--- config.mk ---
export PLATFORM = sky130hd
export DESIGN_NAME = qflash_erase_dec
export DESIGN_NICKNAME = d
export VERILOG_FILES = /design/src/rtl/qfe_pkg.sv /design/src/rtl/qfe_deser.sv /design/src/rtl/qfe_blk_map.sv /design/src/rtl/qfe_busy_timer.sv /design/src/rtl/qflash_erase_dec.sv
export SDC_FILE = /design/constraint.sdc
export NUM_CORES = 1
export LEC_CHECK = 0
export BUFFER_PORTS_ARGS = -buffer_cell sky130_fd_sc_hd__buf_2
export CAP_MARGIN = 25
export CORE_MARGIN = 3
export CORE_UTILIZATION = 48
export DETAILED_ROUTE_END_ITERATION = 8
export PLACE_DENSITY = 0.74
export SKIP_LAST_GASP = 1
export SYNTH_ARGS = -nofsm -noshare
export SYNTH_HDL_FRONTEND = slang
export SYNTH_SLANG_ARGS = --single-unit
--- constraint.sdc ---
create_clock -name clk -period 2.1 [get_ports clk]
set_input_delay 0.42 -clock clk [delete_from_list [all_inputs] [get_ports clk]]
set_output_delay 0.42 -clock clk [all_outputs]
set_load 0.02 [all_outputs]
--- src/rtl/qfe_pkg.sv ---
// Shared opcodes and the block-class type for the erase command decoder.
package qfe_pkg;
    localparam logic [7:0] OPC_WREN  = 8'h06;
    localparam logic [7:0] OPC_BLKER = 8'hD8;
    localparam logic [7:0] OPC_CHPER = 8'hC7;
    localparam logic [7:0] OPC_STAT  = 8'h05;

    typedef enum logic [1:0] {
        BK_8K  = 2'd0,
        BK_32K = 2'd1,
        BK_64K = 2'd2
    } blk_cls_t;
endpackage

--- src/rtl/qfe_deser.sv ---
// Word assembler: counts the strobed words received while chip select is low.
// The first two words form the opcode. Later words shift into the address
// register, so the last ADDR_W bits received are kept.
// Assumes ADDR_W >= 17. The count saturates at 15, which still lets the
// caller spot overlong commands.
module qfe_deser #(
    parameter int ADDR_W = 21
) (
    input  logic              clk,
    input  logic              rst_n,
    input  logic              cs_n,
    input  logic              nib_stb,
    input  logic [3:0]        nib,
    output logic [3:0]        cnt,
    output logic [7:0]        opc,
    output logic [ADDR_W-1:0] addr
);
    // Count words and route each one into the opcode or the address register.
    always_ff @(posedge clk) begin
        if (!rst_n) begin
            cnt  <= '0;
            opc  <= '0;
            addr <= '0;
        end else if (cs_n) begin
            cnt <= '0;
        end else if (nib_stb) begin
            if (cnt < 4'd2) opc <= {opc[3:0], nib};
            else            addr <= {addr[ADDR_W-5:0], nib};
            if (cnt != 4'hF) cnt <= cnt + 4'd1;
        end
    end
endmodule

--- src/rtl/qfe_blk_map.sv ---
// Range decoder, purely combinational. Classifies the address by its 32 KB
// unit, then returns the aligned base, the size in bytes, and whether the
// target is write-protected.
// Assumes one protect bit for each 64 KB region.
module qfe_blk_map
    import qfe_pkg::*;
#(
    parameter int ADDR_W = 21,
    parameter int NREG   = 1 << (ADDR_W - 16)
) (
    input  logic [ADDR_W-1:0] addr,
    input  logic              whole,
    input  logic [NREG-1:0]   prot,
    output logic [ADDR_W-1:0] base,
    output logic [ADDR_W:0]   size,
    output logic              locked
);
    localparam int SEG_W = ADDR_W - 15;
    localparam logic [SEG_W-1:0] SEG_TOP = {SEG_W{1'b1}};

    logic [SEG_W-1:0]  seg;
    blk_cls_t          cls;
    logic [ADDR_W-1:0] mask;

    // Pick the block class from the address, then derive size, base and lock.
    always_comb begin
        seg = addr[ADDR_W-1:15];
        if (seg == '0 || seg == SEG_TOP)
            cls = BK_8K;
        else if (seg == SEG_W'(1) || seg == SEG_TOP - SEG_W'(1))
            cls = BK_32K;
        else
            cls = BK_64K;
        case (cls)
            BK_8K:   size = (ADDR_W+1)'(1) << 13;
            BK_32K:  size = (ADDR_W+1)'(1) << 15;
            default: size = (ADDR_W+1)'(1) << 16;
        endcase
        if (whole) size = (ADDR_W+1)'(1) << ADDR_W;
        mask   = size[ADDR_W-1:0] - ADDR_W'(1);
        base   = whole ? '0 : (addr & ~mask);
        locked = whole ? (|prot) : prot[addr[ADDR_W-1:16]];
    end
endmodule

--- src/rtl/qfe_busy_timer.sv ---
// Self-timed erase duration: busy goes high on start and stays high for len
// clocks. A len of 0 is treated as 1.
// Assumes start is never raised while busy is high; the caller gates it.
module qfe_busy_timer #(
    parameter int LEN_W = 16
) (
    input  logic             clk,
    input  logic             rst_n,
    input  logic             start,
    input  logic [LEN_W-1:0] len,
    output logic             busy
);
    logic [LEN_W-1:0] left;

    // Load the count on start, count down while busy, and release on the last clock.
    always_ff @(posedge clk) begin
        if (!rst_n) begin
            busy <= 1'b0;
            left <= '0;
        end else if (start) begin
            busy <= 1'b1;
            left <= (len == '0) ? LEN_W'(1) : len;
        end else if (busy) begin
            if (left <= LEN_W'(1)) busy <= 1'b0;
            else                   left <= left - LEN_W'(1);
        end
    end
endmodule

--- src/rtl/qflash_erase_dec.sv ---
// Top level of the erase command decoder. When chip select rises, it checks
// the word count and opcode, then applies the write-enable, protection and
// busy rules. It issues erase starts, runs the busy timer and serves the
// status read.
// Assumes cs_n, nib_stb and nib are already synchronous to clk.
module qflash_erase_dec
    import qfe_pkg::*;
#(
    parameter int ADDR_W = 21,
    parameter int LEN_W  = 16,
    parameter int NREG   = 1 << (ADDR_W - 16)
) (
    input  logic              clk,
    input  logic              rst_n,
    input  logic              cs_n,
    input  logic              nib_stb,
    input  logic [3:0]        nib,
    input  logic [NREG-1:0]   prot,
    input  logic [LEN_W-1:0]  busy_len,
    output logic [3:0]        dout,
    output logic              dout_en,
    output logic              busy,
    output logic              wel,
    output logic              er_start,
    output logic [ADDR_W-1:0] er_base,
    output logic [ADDR_W:0]   er_size
);
    logic [3:0]        cnt;
    logic [7:0]        opc;
    logic [ADDR_W-1:0] addr;
    logic              cs_q;
    logic              end_evt, is_wren, is_be, is_ce, go;
    logic [ADDR_W-1:0] m_base;
    logic [ADDR_W:0]   m_size;
    logic              m_locked;
    logic              rd_ph;

    qfe_deser #(.ADDR_W(ADDR_W)) u_deser (
        .clk(clk), .rst_n(rst_n), .cs_n(cs_n), .nib_stb(nib_stb), .nib(nib),
        .cnt(cnt), .opc(opc), .addr(addr)
    );

    qfe_blk_map #(.ADDR_W(ADDR_W), .NREG(NREG)) u_map (
        .addr(addr), .whole(is_ce), .prot(prot),
        .base(m_base), .size(m_size), .locked(m_locked)
    );

    qfe_busy_timer #(.LEN_W(LEN_W)) u_timer (
        .clk(clk), .rst_n(rst_n), .start(go), .len(busy_len), .busy(busy)
    );

    // Decode a complete command in the cycle where chip select is first seen high.
    always_comb begin
        end_evt = cs_n & ~cs_q;
        is_wren = (cnt == 4'd2) && (opc == OPC_WREN);
        is_ce   = (cnt == 4'd2) && (opc == OPC_CHPER);
        is_be   = (cnt == 4'd8) && (opc == OPC_BLKER);
        go      = end_evt && !busy && (is_be || is_ce) && wel && !m_locked;
    end

    // Track chip select, the write-enable latch and the erase start outputs.
    always_ff @(posedge clk) begin
        if (!rst_n) begin
            cs_q     <= 1'b1;
            wel      <= 1'b0;
            er_start <= 1'b0;
            er_base  <= '0;
            er_size  <= '0;
        end else begin
            cs_q     <= cs_n;
            er_start <= go;
            if (go) begin
                er_base <= m_base;
                er_size <= m_size;
            end
            if (end_evt && !busy) begin
                if (is_wren)              wel <= 1'b1;
                else if (is_be || is_ce)  wel <= 1'b0;
            end
        end
    end

    // Status read: enter after opcode 05h, then toggle the word phase on each strobe.
    always_ff @(posedge clk) begin
        if (!rst_n) begin
            dout_en <= 1'b0;
            rd_ph   <= 1'b0;
        end else if (cs_n) begin
            dout_en <= 1'b0;
            rd_ph   <= 1'b0;
        end else if (nib_stb) begin
            if (cnt == 4'd1 && {opc[3:0], nib} == OPC_STAT) begin
                dout_en <= 1'b1;
                rd_ph   <= 1'b0;
            end else if (dout_en) begin
                rd_ph <= ~rd_ph;
            end
        end
    end

    // Drive the live status word selected by the phase.
    always_comb begin
        dout = rd_ph ? {2'b00, wel, busy} : 4'h0;
    end
endmodule

# Word-level counts from Yosys, hierarchy flattened
# Index checks and enable logic that the tools add are counted.
# totals
rom_bits	0
latchBits	0
n_memories	0
out_inout_bits	51
ff_bits	98
in_bits	56
elab_cells	87
ram_bits	0
# op_classes
n_div	0
n_eq_ne	13
n_addsub	3
bitwise_logic	8
reduce_logical	28
n_mul	0
magnitude_cmp	3
muxes	20
n_shift	0
# op_table
cell	n
16-bit two-way mux	4
17-bit one-hot mux with 2 select lines	1
32-bit OR reduction	1
22-bit two-way mux	1
21-bit AND	1
21-bit two-way mux	1
21-bit inverter	1
21-bit by 1-bit subtractor with 21-bit output, second input constant	1
8-bit by 3-bit == test with 1-bit output, second input constant	2
8-bit == test, second input constant	2
16-bit by 1-bit less-or-equal comparator with 1-bit output, second input constant	1
16-bit zero test	1
16-bit by 1-bit subtractor with 16-bit output, second input constant	1
6-bit == test, second input constant	2
2-bit AND reduction	5
1-bit two-way mux	9
1-bit logical AND	8
6-bit by 1-bit == test with 1-bit output, second input constant	1
6-bit zero test	1
5-bit by 6-bit less-than comparator with 1-bit output, second input constant	1
2-bit two-way mux	3
3-bit AND reduction	2
2-bit nonzero test	3
1-bit binary-select mux with 5-bit select	1
14 further kinds	21

# Logic depth before layout (Yosys ltp)
# Gate-level depths: netlist of run 1.
# logic_depth
depth_word	11
mapped_depth	11
depth_no_buf	10

# Cells and area by module
# A second synthesis of run 1 with hierarchy kept.
# unflattened
hier_cells	576
area_unflattened_um2	5316.3
# by_module_without_submodules
module	seq_area_each_um2	cells_per_inst	instances	area_each_um2
qflash_erase_dec	960.9	227	1	2114.5
qfe_deser	660.6	124	1	1276.2
qfe_busy_timer	340.3	134	1	1157.4
qfe_blk_map	0.0	91	1	768.2

# Worst setup path before layout of run 1
# No wires, ideal clock.
# synth_timing
path_type	reg-to-reg
from	register u_deser.addr[18]
to	register er_base[16]
n_path_buf	0
setup_time_ns	0.070
required_ns	2.030
stages_incl_launch_ff	10
arrival_time_ns	2.138
path_slack_ns	-0.109
period_less_slack_ns	2.209
cell_sequence	dfxtp_1 -> nor2_1 -> or4b_2 -> mux2i_1 -> and2_1 -> inv_1 -> ha_1 -> ha_1 -> nand4_1 -> a21oi_1
# synth_via
elab_chain_len	11
word_cells_on_any_way	21
cone_classes	1 x add/sub; 4 x eq/ne; 8 x mux; 2 x bitwise; 6 x reduce/logical
# synth_rtl
item	line	rtl
start: declaration	qfe_deser.sv:16	output logic [ADDR_W-1:0] addr
start signal: assignment	qfe_deser.sv:28	else addr <= {addr[ADDR_W-5:0], nib};
6-bit by 1-bit == test with 1-bit output or 6-bit == test (tied branches)	qfe_blk_map.sv:30	else if (seg == SEG_W'(1) || seg == SEG_TOP - SEG_W'(1))
1-bit logical OR	qfe_blk_map.sv:30	
2-bit two-way mux	qfe_blk_map.sv:30	
2-bit two-way mux	qfe_blk_map.sv:28	if (seg == '0 || seg == SEG_TOP)
2-bit by 1-bit == test with 1-bit output or 2-bit zero test (tied branches)	qfe_blk_map.sv:34	case (cls)
17-bit one-hot mux with 2 select lines	qfe_blk_map.sv:34	
22-bit two-way mux	qfe_blk_map.sv:39	if (whole) size = (ADDR_W+1)'(1) << ADDR_W;
21-bit by 1-bit subtractor with 21-bit output	qfe_blk_map.sv:40	mask = size[ADDR_W-1:0] - ADDR_W'(1);
21-bit inverter	qfe_blk_map.sv:41	base = whole ? '0 : (addr & ~mask);
21-bit AND	qfe_blk_map.sv:41	
21-bit two-way mux	qfe_blk_map.sv:41	
end signal: assignment	qflash_erase_dec.sv:73	er_base <= m_base;
end: declaration	qflash_erase_dec.sv:25	output logic [ADDR_W-1:0] er_base,
# Several ways; a longest one is shown, not always the timed one. The select of a mux whose other input is x is not followed.
# A chain may end at the register's enable or synchronous reset.

# Worst setup path after layout of run 1
# layout_timing
from	register u_deser.addr[17]
to	register u_timer.left[14]
# layout_via
elab_chain_len	7
word_cells_on_any_way	9
cone_classes	1 x eq/ne; 4 x mux; 4 x reduce/logical
# layout_rtl
item	line	rtl
1-bit binary-select mux with 5-bit select *	qfe_blk_map.sv:42	locked = whole ? (|prot) : prot[addr[ADDR_W-1:16]];
1-bit two-way mux (not written as such) *	qfe_blk_map.sv:42	
1-bit two-way mux *	qfe_blk_map.sv:42	
1-bit zero test *	qflash_erase_dec.sv:58	go = end_evt && !busy && (is_be || is_ce) && wel && !m_locked;
1-bit logical AND *	qflash_erase_dec.sv:58	
2-bit != test (no source line) or 2-bit nonzero test (tied branches)	--	
2-bit AND reduction (no source line)	--	
end signal: assignment	qfe_busy_timer.sv:22	left <= (len == '0) ? LEN_W'(1) : len;
end signal: assignment	qfe_busy_timer.sv:25	else left <= left - LEN_W'(1);
end: declaration	qfe_busy_timer.sv:13	logic [LEN_W-1:0] left;
# Every way passes the cells marked *; elsewhere a longest branch is shown, timed or not. The select of a mux whose other input is x is not followed.

==> results of run 1 <==
[synth_stat cells, drive strengths merged, types with 2 or more instances]
library cell	number
nand2	75
dfxtp	67
a21oi	43
buf	41
nor2	39
mux2i	27
nand3	24
nor4	18
clkbuf	17
nor3	15
nand4	10
a211oi	9
ha	8
inv	8
xnor2	8
and2	6
o21ai	6
a22oi	5
nand2b	4
nand4b	4
nor2b	4
nor3b	4
or3	3
a31oi	2
and4	2
nand3b	2
nor4bb	2
o211ai	2
o21a	2
o31a	2
o31ai	2
or2	2
or4	2
xor2	2
[worst paths after layout]
path,end,slack [ns],startpoint,cells past startpoint
hold reg to reg,u_deser.addr[11]$_SDFFE_PN0P_,0.45,u_deser.addr[7]$_SDFFE_PN0P_,2
setup reg to reg,u_timer.left[14]$_SDFFE_PN0P_,0.003,u_deser.addr[17]$_SDFFE_PN0P_,9
setup / recovery,u_timer.left[14]$_SDFFE_PN0P_,0.003,u_deser.addr[17]$_SDFFE_PN0P_,9
hold / removal,u_deser.addr[3]$_SDFFE_PN0P_,0.33,nib[3],3
[worst max-delay path: cells and delay by family (launching register included)]
| kind | cells | cell delay, ns |
|---|---|---|
| AO/OA/AOI/OAI | 1 | 0.19 |
| buffers and inverters | 3 | 0.48 |
| multiplexers | 1 | 0.18 |
| AND/OR/NAND/NOR | 4 | 0.77 |
| flip-flops | 1 | 0.38 |
[layer usage]
metal	up-vias	share of wire [%]	global-route usage, %
met5	-	0	0
met4	0	1.8	7.70
met3	19	4.9	5.39
met2	104	52	40.5
met1	1748	42	26.3
li1	1867	-	-
[where the power goes]
part	internal, mW	switching, mW	leakage [nW]
clock	0.508	0.535	0.0969
sequential	1.28	0.00865	0.543
combinational	0.0988	0.158	1.41
total	1.88	0.701	2.05
[area by class of cell]
class / instances / area, µm²
clock inverters: 5 / 42.5
repair buffers: 133 / 878
multi-input cells: 378 / 2420
flip-flops and latches: 67 / 1350
well taps: 102 / 128
clock buffers: 11 / 151
fillers: 675 / 2770
inverters: 8 / 30.0
[what timing repair did]
action | CTS | global route
cloned | 1 | 0
setup buffers | 2 | 2
pin swaps | 9 | 15
gates resized for setup | 19 | 37
endpoints found under the setup margin | 29 | 29
[state kept, by name, summed over array words and instances (netlist names)]
register	flops
u_deser.cnt	4
cs_q	1
dout_en	1
u_deser.opc	8
er_start	1
u_timer.busy	1
u_deser.addr	21
wel	1
er_size	4
u_timer.left	16
er_base	8
rd_ph	1
[per-stage QoR]
step / util (%) / std cells / worst slack [ns]
finish: 64.3 / 704 / 0.00307
global route: 64.3 / 704 / -0.130
CTS: 62.6 / 702 / -0.00397
detailed placement: 58.8 / 683 / -0.294
global placement: 58.6 / 682 / -0.203
floorplan: - / 511 / 0.0167
[cell families after synthesis]
kind of cell	Yosys count
AND/OR/NAND/NOR	220
adder cells (fa/ha/maj)	8
XOR/XNOR	10
flip-flops	67
other	1
multiplexers	27
buffers and inverters	66
AO/OA/AOI/OAI	80
==> reports/qor.csv, run 1 <==
stage;metric;value;unit
placement;port bufs;73;
sta;relative slew slack;60.7;%
logic_synthesis;Post-synth EDFFs;0;
floorplanning;I/O pin cnt;107;
final_layout;fin nets;661;
clock_tree;clk sink count;67;
sta;# setup viols final;0;
logic_synthesis;post-synthesis mux area share;6.99;%
global_route;first-pass GRT wire length;16300;µm
clock_tree;TritonCTS Buffers;9;
final_layout;Diodes inserted;0;
setup_path;largest stage delay on the critical path;0.47;ns
routing;routed len/inst;14.6;µm
setup_path;Setup CP Type;flip-flop to flip-flop;
logic_synthesis;syn_area_per_cell;8.07;µm²
placement;DP Area;4560;µm²
clock_tree;Root Driver;clkbuf_8;
setup_path;startpoint types;flip-flop;
logic_synthesis;Unique masters post-synth;59;
global_route;initial antenna violation count;0;
pwr;Leak;2.05;nW
pwr;Total Power;2.59;mW
global_route;vias in the first global route;3527;
placement;hpwl dp;7600;µm
logic_synthesis;largest family of logic cells by synthesized area;simple AND/OR/NAND/NOR gates;
final_layout;share of cells above drive strength 1;34.6;%
final_layout;most frequent cells in the layout;nand2_1, buf_2, dfxtp_1, buf_4, a21oi_1;
setup_path;crit end category;flip-flop;
clock_tree;Worst-path clk slew;0.08;ns
sta;skew final;0.0103;ns
sta;Hold Worst Slack;0.329;ns
global_route;Tot GR Track Use;22.6;%
pwr;pwr dens;517;nW/µm²
routing;via count;3738;
status;status;completed;
hold_path;HP Class;input pin to flip-flop;
floorplanning;Die ar.;9160;µm²
logic_synthesis;Post-Synth XOR/XNOR Area;2.27;%
logic_synthesis;Synth area leaders;dfxtp_1, nand2_1, mux2i_1;
setup_path;worst-path fanout max;15;
logic_synthesis;post-synthesis simple-gate area fraction;29.5;%
setup_path;CP most frequent cell;nand2_1;
floorplanning;Die Y;95.7;µm
routing;Residual DRC;0;
sta;final hold vios;0;
clock_tree;# hold bufs at CTS;0;
floorplanning;Starting Density;49.8;%
clock_tree;H-Tree Depth;3;
floorplanning;row count;32;
logic_synthesis;Compound-Gate Fraction of Synth Area;13.6;%
pwr;Worst VDD drop;0.000420;V
floorplanning;core area;7770;µm²
routing;Post-Route WL;10300;µm
setup_path;Worst Path Arrival;2.35;ns
logic_synthesis;#FFs+latches synth;67;
routing;DRT iter0 DRCs;252;
sta;setup repair after global routing missed its margin;yes;
global_route;pin count of the biggest net entering global routing;38;
logic_synthesis;mapped cell area;3860;µm²
final_layout;final instance area;5000;µm²
routing;Initial DRT Pass Iterations;4;
final_layout;area delta synth->final;29.3;%
sta;fin crit share;99.9;%
clock_tree;clk_lat worst skew;0.35;ns
setup_path;Slowest-stage cell, CP;or3_4;
run;# Max-Cap Violations;0;
logic_synthesis;Yosys top cell area share;34.7;%
sta;fmax;0.477;GHz
logic_synthesis;Top FF cell, synth;dfxtp_1;
logic_synthesis;sequential element share of the synthesized area;34.7;%
sta;pins over their slew limit;0;
sta;worst-margin pin slew;0.587;ns
final_layout;most common cell after layout, fill and taps aside;nand2_1;
logic_synthesis;ys async rst share;0;%
logic_synthesis;leading area contributor after synthesis;dfxtp_1;
sta;Setup Total Neg Slack;0;ns
floorplanning;Chip Width;95.7;µm
setup_path;worst path cell trace;buf_12, buf_4, mux2i_1, nand2_1, nand3_1, nand2_1, or3_4, buf_8, a211oi_2;
logic_synthesis;post-synthesis adder-cell area fraction;2.59;%
logic_synthesis;Synth Instances;479;
global_route;GRT overflow;0;
clock_tree;CTS tree;done;
placement;GP Congestion;0.901;
sta;Final min period;2.10;ns
clock_tree;Clock Tree Buf Depth;2;
setup_path;CP Data Required Time;2.36;ns
logic_synthesis;synth warn;0;
routing;drt via density;5.31;
routing;number of routed nets with antenna violations;0;
No activity file was read; power rests on OpenSTA's default activity.
==> run 2, diff against run 1 <==
- CAP_MARGIN: 25 -> 10
- CORE_MARGIN: 3 -> unset
==> run 2 against run 1 <==
- the run now ends with negative setup slack left
- via count up 4.2%
- core utilization increased by 1.4 points
- maximum frequency down 2.2%
- first-iteration DRC count fell by 2.0%
- highest routed layer unchanged
==> reports/qor.csv, run 2 (synthesized netlist as in run 1, its figures left out) <==
stage;metric;value;unit;change
sta;final hold vios;0;;unchanged
global_route;initial antenna violation count;0;;unchanged
pwr;P_sw;0.706;mW;+0.64%
routing;Initial DRT Pass Iterations;4;;unchanged
final_layout;fin nets;673;;+1.8%
setup_path;startpoint types;flip-flop;;
floorplanning;core area;7770;µm²;unchanged
global_route;vias in the first global route;3712;;+5.2%
setup_path;CP delay by family, top;simple AND/OR/NAND/NOR gates;;
pwr;combinational share of power;10.0;%;about the same
pwr;Leak;2.10;nW;+2.9%
clock_tree;Root Driver;clkbuf_8;;
final_layout;final instance area;5110;µm²;+2.3%
setup_path;Slowest-stage cell, CP;dfxtp_2;;
clock_tree;CTS tree;done;;
sta;Hold Worst Slack;0.330;ns;+0.00162 ns
setup_path;Setup CP Type;flip-flop to flip-flop;;
pwr;P_int;1.89;mW;about the same
placement;dpl cells;689;;+0.88%
floorplanning;Die ar.;8410;µm²;-8.2%
sta;fmax;0.466;GHz;-2.2%
routing;drt via density;5.44;;+2.5%
final_layout;register area;1350;µm²;+0.37%
final_layout;area of the multi-input gates;2430;µm²;+0.36%
routing;routed len/inst;15.0;µm;+2.5%
global_route;first-pass GRT wire length;16800;µm;+3.3%
sta;fin crit share;102;%;+2.3 points
setup_path;largest stage delay on the critical path;0.33;ns;-0.14 ns
run;# Max-Cap Violations;0;;unchanged
routing;number of routed nets with antenna violations;0;;unchanged
clock_tree;Worst-path clk slew;0.08;ns;about the same
pwr;pwr dens;507;nW/µm²;-2.0%
sta;relative slew slack;66.5;%;+5.8 points
sta;Setup Total Neg Slack;-0.348;ns;-0.348 ns
sta;Final min period;2.14;ns;+0.0474 ns
hold_path;HP Class;input pin to flip-flop;;
final_layout;non-filler cells, final;716;;+1.7%
floorplanning;row count;32;;unchanged
placement;DP Area;4610;µm²;+0.90%
final_layout;Filler cells;656;;-2.8%
global_route;pin count of the biggest net entering global routing;33;;-13%
pwr;Worst VDD drop;0.000429;V;+2.1%
setup_path;crit end category;flip-flop;;
pwr;clock power share;40.4;%;about the same
final_layout;most common cell after layout, fill and taps aside;nand2_1;;
setup_path;CP Data Required Time;2.38;ns;+0.02 ns
routing;via count;3895;;+4.2%
sta;Setup WS post-layout;-0.0443;ns;-0.0474 ns
clock_tree;H-Tree Depth;3;;unchanged
sta;# setup viols final;19;;+19
floorplanning;Die Y;91.7;µm;-4.2%
setup_path;Worst Path Arrival;2.43;ns;+0.08 ns
routing;Post-Route WL;10700;µm;+4.3%
clock_tree;TritonCTS Buffers;9;;unchanged
global_route;Tot GR Track Use;25.2;%;+2.5 points
setup_path;worst-path fanout max;7;;-8
routing;DRT iter0 DRCs;247;;-2.0%
pwr;Switching Fraction;27.2;%;+0.11 points
sta;skew final;0.00839;ns;-0.00196 ns
sta;worst-margin pin slew;0.501;ns;-0.0863 ns
routing;Residual DRC;0;;unchanged
clock_tree;clk_lat worst skew;0.35;ns;about the same
floorplanning;Starting Density;49.8;%;unchanged
final_layout;biggest regs;u_deser.addr (21), u_timer.left (16);;
placement;hpwl dp;7500;µm;-1.2%
placement;DP Worst Slack;-0.344;ns;-0.0493 ns
global_route;GRT overflow;0;;unchanged
status;status;finished, violations left;;
floorplanning;I/O pin cnt;107;;unchanged
sta;pins over their slew limit;0;;unchanged
setup_path;worst path buffer plus inverter count;4;;+1
status;failing checks;negative setup slack;;
final_layout;most frequent cells in the layout;nand2_1, buf_2, buf_4, dfxtp_1, a21oi_1;;
sta;setup repair after global routing missed its margin;yes;;
clock_tree;# hold bufs at CTS;0;;unchanged
clock_tree;clk sink count;67;;unchanged
final_layout;share of cells above drive strength 1;35.5;%;+0.95 points
final_layout;Diodes inserted;0;;unchanged
placement;port bufs;73;;unchanged
final_layout;max reg flops;21;;unchanged
setup_path;worst path cell trace;inv_2, ha_4, nor2b_4, nand4_1, nor4_2, o21ai_2, buf_6, nor3_4, buf_6, buf_4, nand4_1, a21oi_1;;
final_layout;area delta synth->final;32.2;%;
clock_tree;Clock Tree Buf Depth;2;;unchanged
final_layout;most flop-heavy register;u_deser.addr;;
floorplanning;Chip Width;91.7;µm;-4.2%
pwr;Seq pwr share;49.5;%;-0.3 points
placement;GP Congestion;0.934;;+3.6%
==> run 2: path summary, 6_finish.rpt <==
kind         slack [ns]                            end  cells after the start                     startpoint
min                0.33   u_deser.addr[1]$_SDFFE_PN0P_                      3                         nib[1]
max               -0.04       er_base[16]$_SDFFE_PN0P_                     12    u_deser.cnt[0]$_SDFFE_PP0P_
max reg2reg       -0.04       er_base[16]$_SDFFE_PN0P_                     12    u_deser.cnt[0]$_SDFFE_PP0P_
min reg2reg        0.45  u_deser.addr[16]$_SDFFE_PN0P_                      2  u_deser.addr[12]$_SDFFE_PN0P_
==> run 2: per-stage QoR <==
| step | power (mW) | utilization (%) |
|---|---|---|
| after detailed placement | 1.56 | 59.3 |
| after CTS | 2.61 | 63.4 |
| after global placement | 1.56 | 59.3 |
| after floorplan | 1.49 | - |
| after global routing | 2.69 | 65.8 |
| final | 2.59 | 65.8 |
==> run 2: layout make-up <==
class,instances,area share (%)
flip-flops and latches,67,26.5
well taps,102,2.50
inverters,8,0.588
repair buffers,145,19.1
clock inverters,5,0.857
multi-input cells,378,47.5
clock buffers,11,2.96
==> run 2: worst register-to-register path: stages, from the launching register on <==
cell	delay, ns
dfxtp_2	0.33
inv_2	0.07
ha_4	0.13
nor2b_4	0.13
nand4_1	0.16
nor4_2	0.32
o21ai_2	0.12
buf_6	0.13
nor3_4	0.18
buf_6	0.18
buf_4	0.12
nand4_1	0.09
a21oi_1	0.12
==> run 2: per-layer routing <==
metal  share of wire, %  vias to the layer above  GRT usage, %
li1                   -                     1901             -
met1                 40                     1857          29.3
met2                 53                      115          44.6
met3                4.9                       22          6.05
met4                1.9                        0          9.24
met5                  0                        -             0
==> run 2: power by group through the flow <==
| stage | clock network, mW | registers, mW | logic, mW |
|---|---|---|---|
| 2_1_floorplan | 0 | 1.31 | 0.173 |
| 6_report | 1.05 | 1.28 | 0.260 |
| 3_5_place_dp | 0 | 1.31 | 0.247 |
| 5_1_grt | 1.12 | 1.28 | 0.282 |
| 3_3_place_gp | 0 | 1.31 | 0.243 |
| 4_1_cts | 1.07 | 1.29 | 0.250 |
==> run 2: repair_timing <==
action,in CTS,in global routing
hold endpoints to repair,0,0
endpoints found under the setup margin,30,30
setup buffers,6,3
gates resized for setup,17,38
cloned,1,2
pin swaps,8,19
==> run 3, diff against run 2 <==
- SKIP_CTS_REPAIR_TIMING: unset -> 1
==> run 3 against run 2 <==
- the run still ends with negative setup slack left
- combinational power is essentially flat
- non-clock buffer count shrank 2
- core utilization is essentially flat
- die area is the same
- register-to-register slack is essentially flat
- power is essentially flat
- sequential share of layout area is essentially flat
- via count shrank 0.15%
- largest cell class unchanged
- maximum frequency grew 0.46%
- wire length shrank 3.4%
==> reports/qor.csv, run 3 (synthesized netlist as in run 1, its figures left out) <==
stage;metric;value;unit;change
setup_path;crit end category;flip-flop;;
setup_path;worst path buffer plus inverter count;4;;unchanged
routing;via count;3889;;-0.15%
setup_path;R2R Path End;er_base[19]$_SDFFE_PN0P_;;
clock_tree;clk sink count;67;;unchanged
status;failing checks;negative setup slack;;
setup_path;CP delay by family, top;simple AND/OR/NAND/NOR gates;;
global_route;Tot GR Track Use;24.2;%;-0.93 points
setup_path;Slowest-stage cell, CP;dfxtp_2;;
floorplanning;Chip Width;91.7;µm;unchanged
final_layout;register area;1350;µm²;unchanged
setup_path;CP Data Required Time;2.38;ns;about the same
hold_path;HP Class;input pin to flip-flop;;
clock_tree;H-Tree Depth;3;;unchanged
sta;fin crit share;102;%;-0.46 points
setup_path;worst-path fanout max;7;;unchanged
sta;Setup WS post-layout;-0.0346;ns;+0.00971 ns
clock_tree;Worst-path clk slew;0.08;ns;about the same
global_route;first-pass GRT wire length;16300;µm;-3.2%
floorplanning;I/O pin cnt;107;;unchanged
placement;GP Congestion;0.934;;unchanged
clock_tree;Root Driver;clkbuf_8;;
final_layout;final core occ;65.7;%;about the same
final_layout;biggest regs;u_deser.addr (21), u_timer.left (16);;
pwr;pwr dens;507;nW/µm²;about the same
sta;final hold vios;0;;unchanged
global_route;GRT overflow;0;;unchanged
setup_path;Worst Path Arrival;2.41;ns;-0.02 ns
sta;Final min period;2.13;ns;-0.00971 ns
final_layout;Filler cells;658;;+0.30%
final_layout;area delta synth->final;32.1;%;about the same
final_layout;most flop-heavy register;u_deser.addr;;
setup_path;reg2reg start;u_deser.cnt[0]$_SDFFE_PP0P_;;
pwr;Leak;2.10;nW;-0.12%
clock_tree;CTS tree;done;;
global_route;pin count of the biggest net entering global routing;33;;unchanged
pwr;Worst VDD drop;0.000427;V;-0.39%
final_layout;non-filler cells, final;714;;-0.28%
setup_path;Setup CP Type;flip-flop to flip-flop;;
sta;Setup Total Neg Slack;-0.0531;ns;+0.295 ns
placement;port bufs;73;;unchanged
final_layout;fin nets;671;;-0.30%
routing;drt via density;5.45;;+0.13%
setup_path;CP most frequent cell;buf_6;;
routing;number of routed nets with antenna violations;0;;unchanged
clock_tree;TritonCTS Buffers;9;;unchanged
hold_path;Hold Path Depth;3;;unchanged
floorplanning;core area;7770;µm²;unchanged
placement;hpwl dp;7500;µm;unchanged
final_layout;most frequent cells in the layout;nand2_1, buf_2, buf_4, dfxtp_1, a21oi_1;;
routing;Initial DRT Pass Iterations;4;;unchanged
sta;# setup viols final;3;;-16
status;status;finished, violations left;;
sta;fmax;0.468;GHz;+0.46%
floorplanning;Starting Density;49.8;%;unchanged
routing;Post-Route WL;10400;µm;-3.4%
setup_path;largest stage delay on the critical path;0.33;ns;about the same
sta;pins over their slew limit;0;;unchanged
hold_path;HP Start;nib[0];;
final_layout;max reg flops;21;;unchanged
final_layout;share of cells above drive strength 1;35.6;%;+0.12 points
routing;DRT iter0 DRCs;199;;-19%
hold_path;Hold EP;u_deser.addr[0]$_SDFFE_PN0P_;;
global_route;vias in the first global route;3604;;-2.9%
clock_tree;Clock Tree Buf Depth;2;;unchanged
setup_path;flop2flop setup slack;-0.03;ns;about the same
global_route;initial antenna violation count;0;;unchanged
placement;dpl cells;689;;unchanged
routing;Residual DRC;0;;unchanged
routing;routed len/inst;14.5;µm;-3.1%
floorplanning;Die Y;91.7;µm;unchanged
floorplanning;row count;32;;unchanged
final_layout;Diodes inserted;0;;unchanged
setup_path;startpoint types;flip-flop;;
run;# Max-Cap Violations;0;;unchanged
sta;Hold Worst Slack;0.329;ns;-0.00166 ns
final_layout;area of the multi-input gates;2440;µm²;+0.52%
clock_tree;clk_lat worst skew;0.35;ns;about the same
sta;setup repair after global routing missed its margin;yes;;
setup_path;R2R cell count;12;;unchanged
setup_path;worst path cell trace;inv_2, ha_4, nor2b_4, nand4_1, nor4_2, o21ai_2, buf_6, nor3_4, buf_6, buf_4, nand3_1, a21oi_1;;
floorplanning;Die ar.;8410;µm²;unchanged
sta;skew final;0.00634;ns;-0.00205 ns
-- run 3: cell count changes in the layout (fill, tap and decap cells not counted), moves of 2 or more --
| cell | delta |
|---|---|
| ha_1 | -3 |
| ha_4 | +2 |
| inv_1 | -2 |
| inv_2 | +2 |
| mux2i_2 | +2 |
| nand2_1 | -2 |
| nand2_2 | +2 |
| nor2_1 | +2 |
| nor2_2 | -3 |
-- run 3: worst min-delay path: stages --
cell	delay, ns
buf_2	0.11
nand2_1	0.05
a21oi_1	0.05
-- run 3: metrics by stage --
step                power (mW)  area [µm²]  setup WS, ns
finish                    2.59        5100       -0.0346
global route              2.69        5100        -0.101
CTS                       2.60        4800        -0.292
detailed placement        1.56        4610        -0.344
global placement          1.56        4610        -0.189
floorplan                 1.49        3990        0.0167
-- run 3: worst max path at each step --
stage,startpoint,endpoint,cells past startpoint
after global placement,prot[0],u_timer.left[14]$_SDFFE_PN0P_,9
after floorplan,u_timer.left[0]$_SDFFE_PN0P_,u_timer.left[8]$_SDFFE_PN0P_,9
final,u_deser.cnt[0]$_SDFFE_PP0P_,er_base[19]$_SDFFE_PN0P_,12
after global routing,u_deser.opc[0]$_SDFFE_PN0P_,er_size[16]$_SDFFE_PN0P_,10
after CTS,u_deser.cnt[0]$_SDFFE_PP0P_,u_timer.left[8]$_SDFFE_PN0P_,9
after detailed placement,prot[18],u_timer.left[0]$_SDFFE_PN0P_,10
-- run 3: per-layer routing --
layer,vias to the layer above,track usage (%),share of wire (%)
li1,1887,-,-
met1,1864,29.0,42
met2,121,42.5,52
met3,17,5.72,4.7
met4,0,7.94,1.4
met5,-,0,0
-- run 3: cell type report --
class	count	share of cell area [%]
clock buffers	11	2.97
clock inverters	5	0.858
inverters	8	0.588
multi-input cells	378	47.8
flip-flops and latches	67	26.5
well taps	102	2.50
repair buffers	143	18.8
-- run 3: power by group --
| group | internal (mW) | leakage [nW] | total (mW) | switching (mW) |
|---|---|---|---|---|
| Clock | 0.507 | 0.101 | 1.05 | 0.540 |
| Combinational | 0.104 | 1.46 | 0.260 | 0.156 |
| Sequential | 1.27 | 0.544 | 1.28 | 0.00854 |
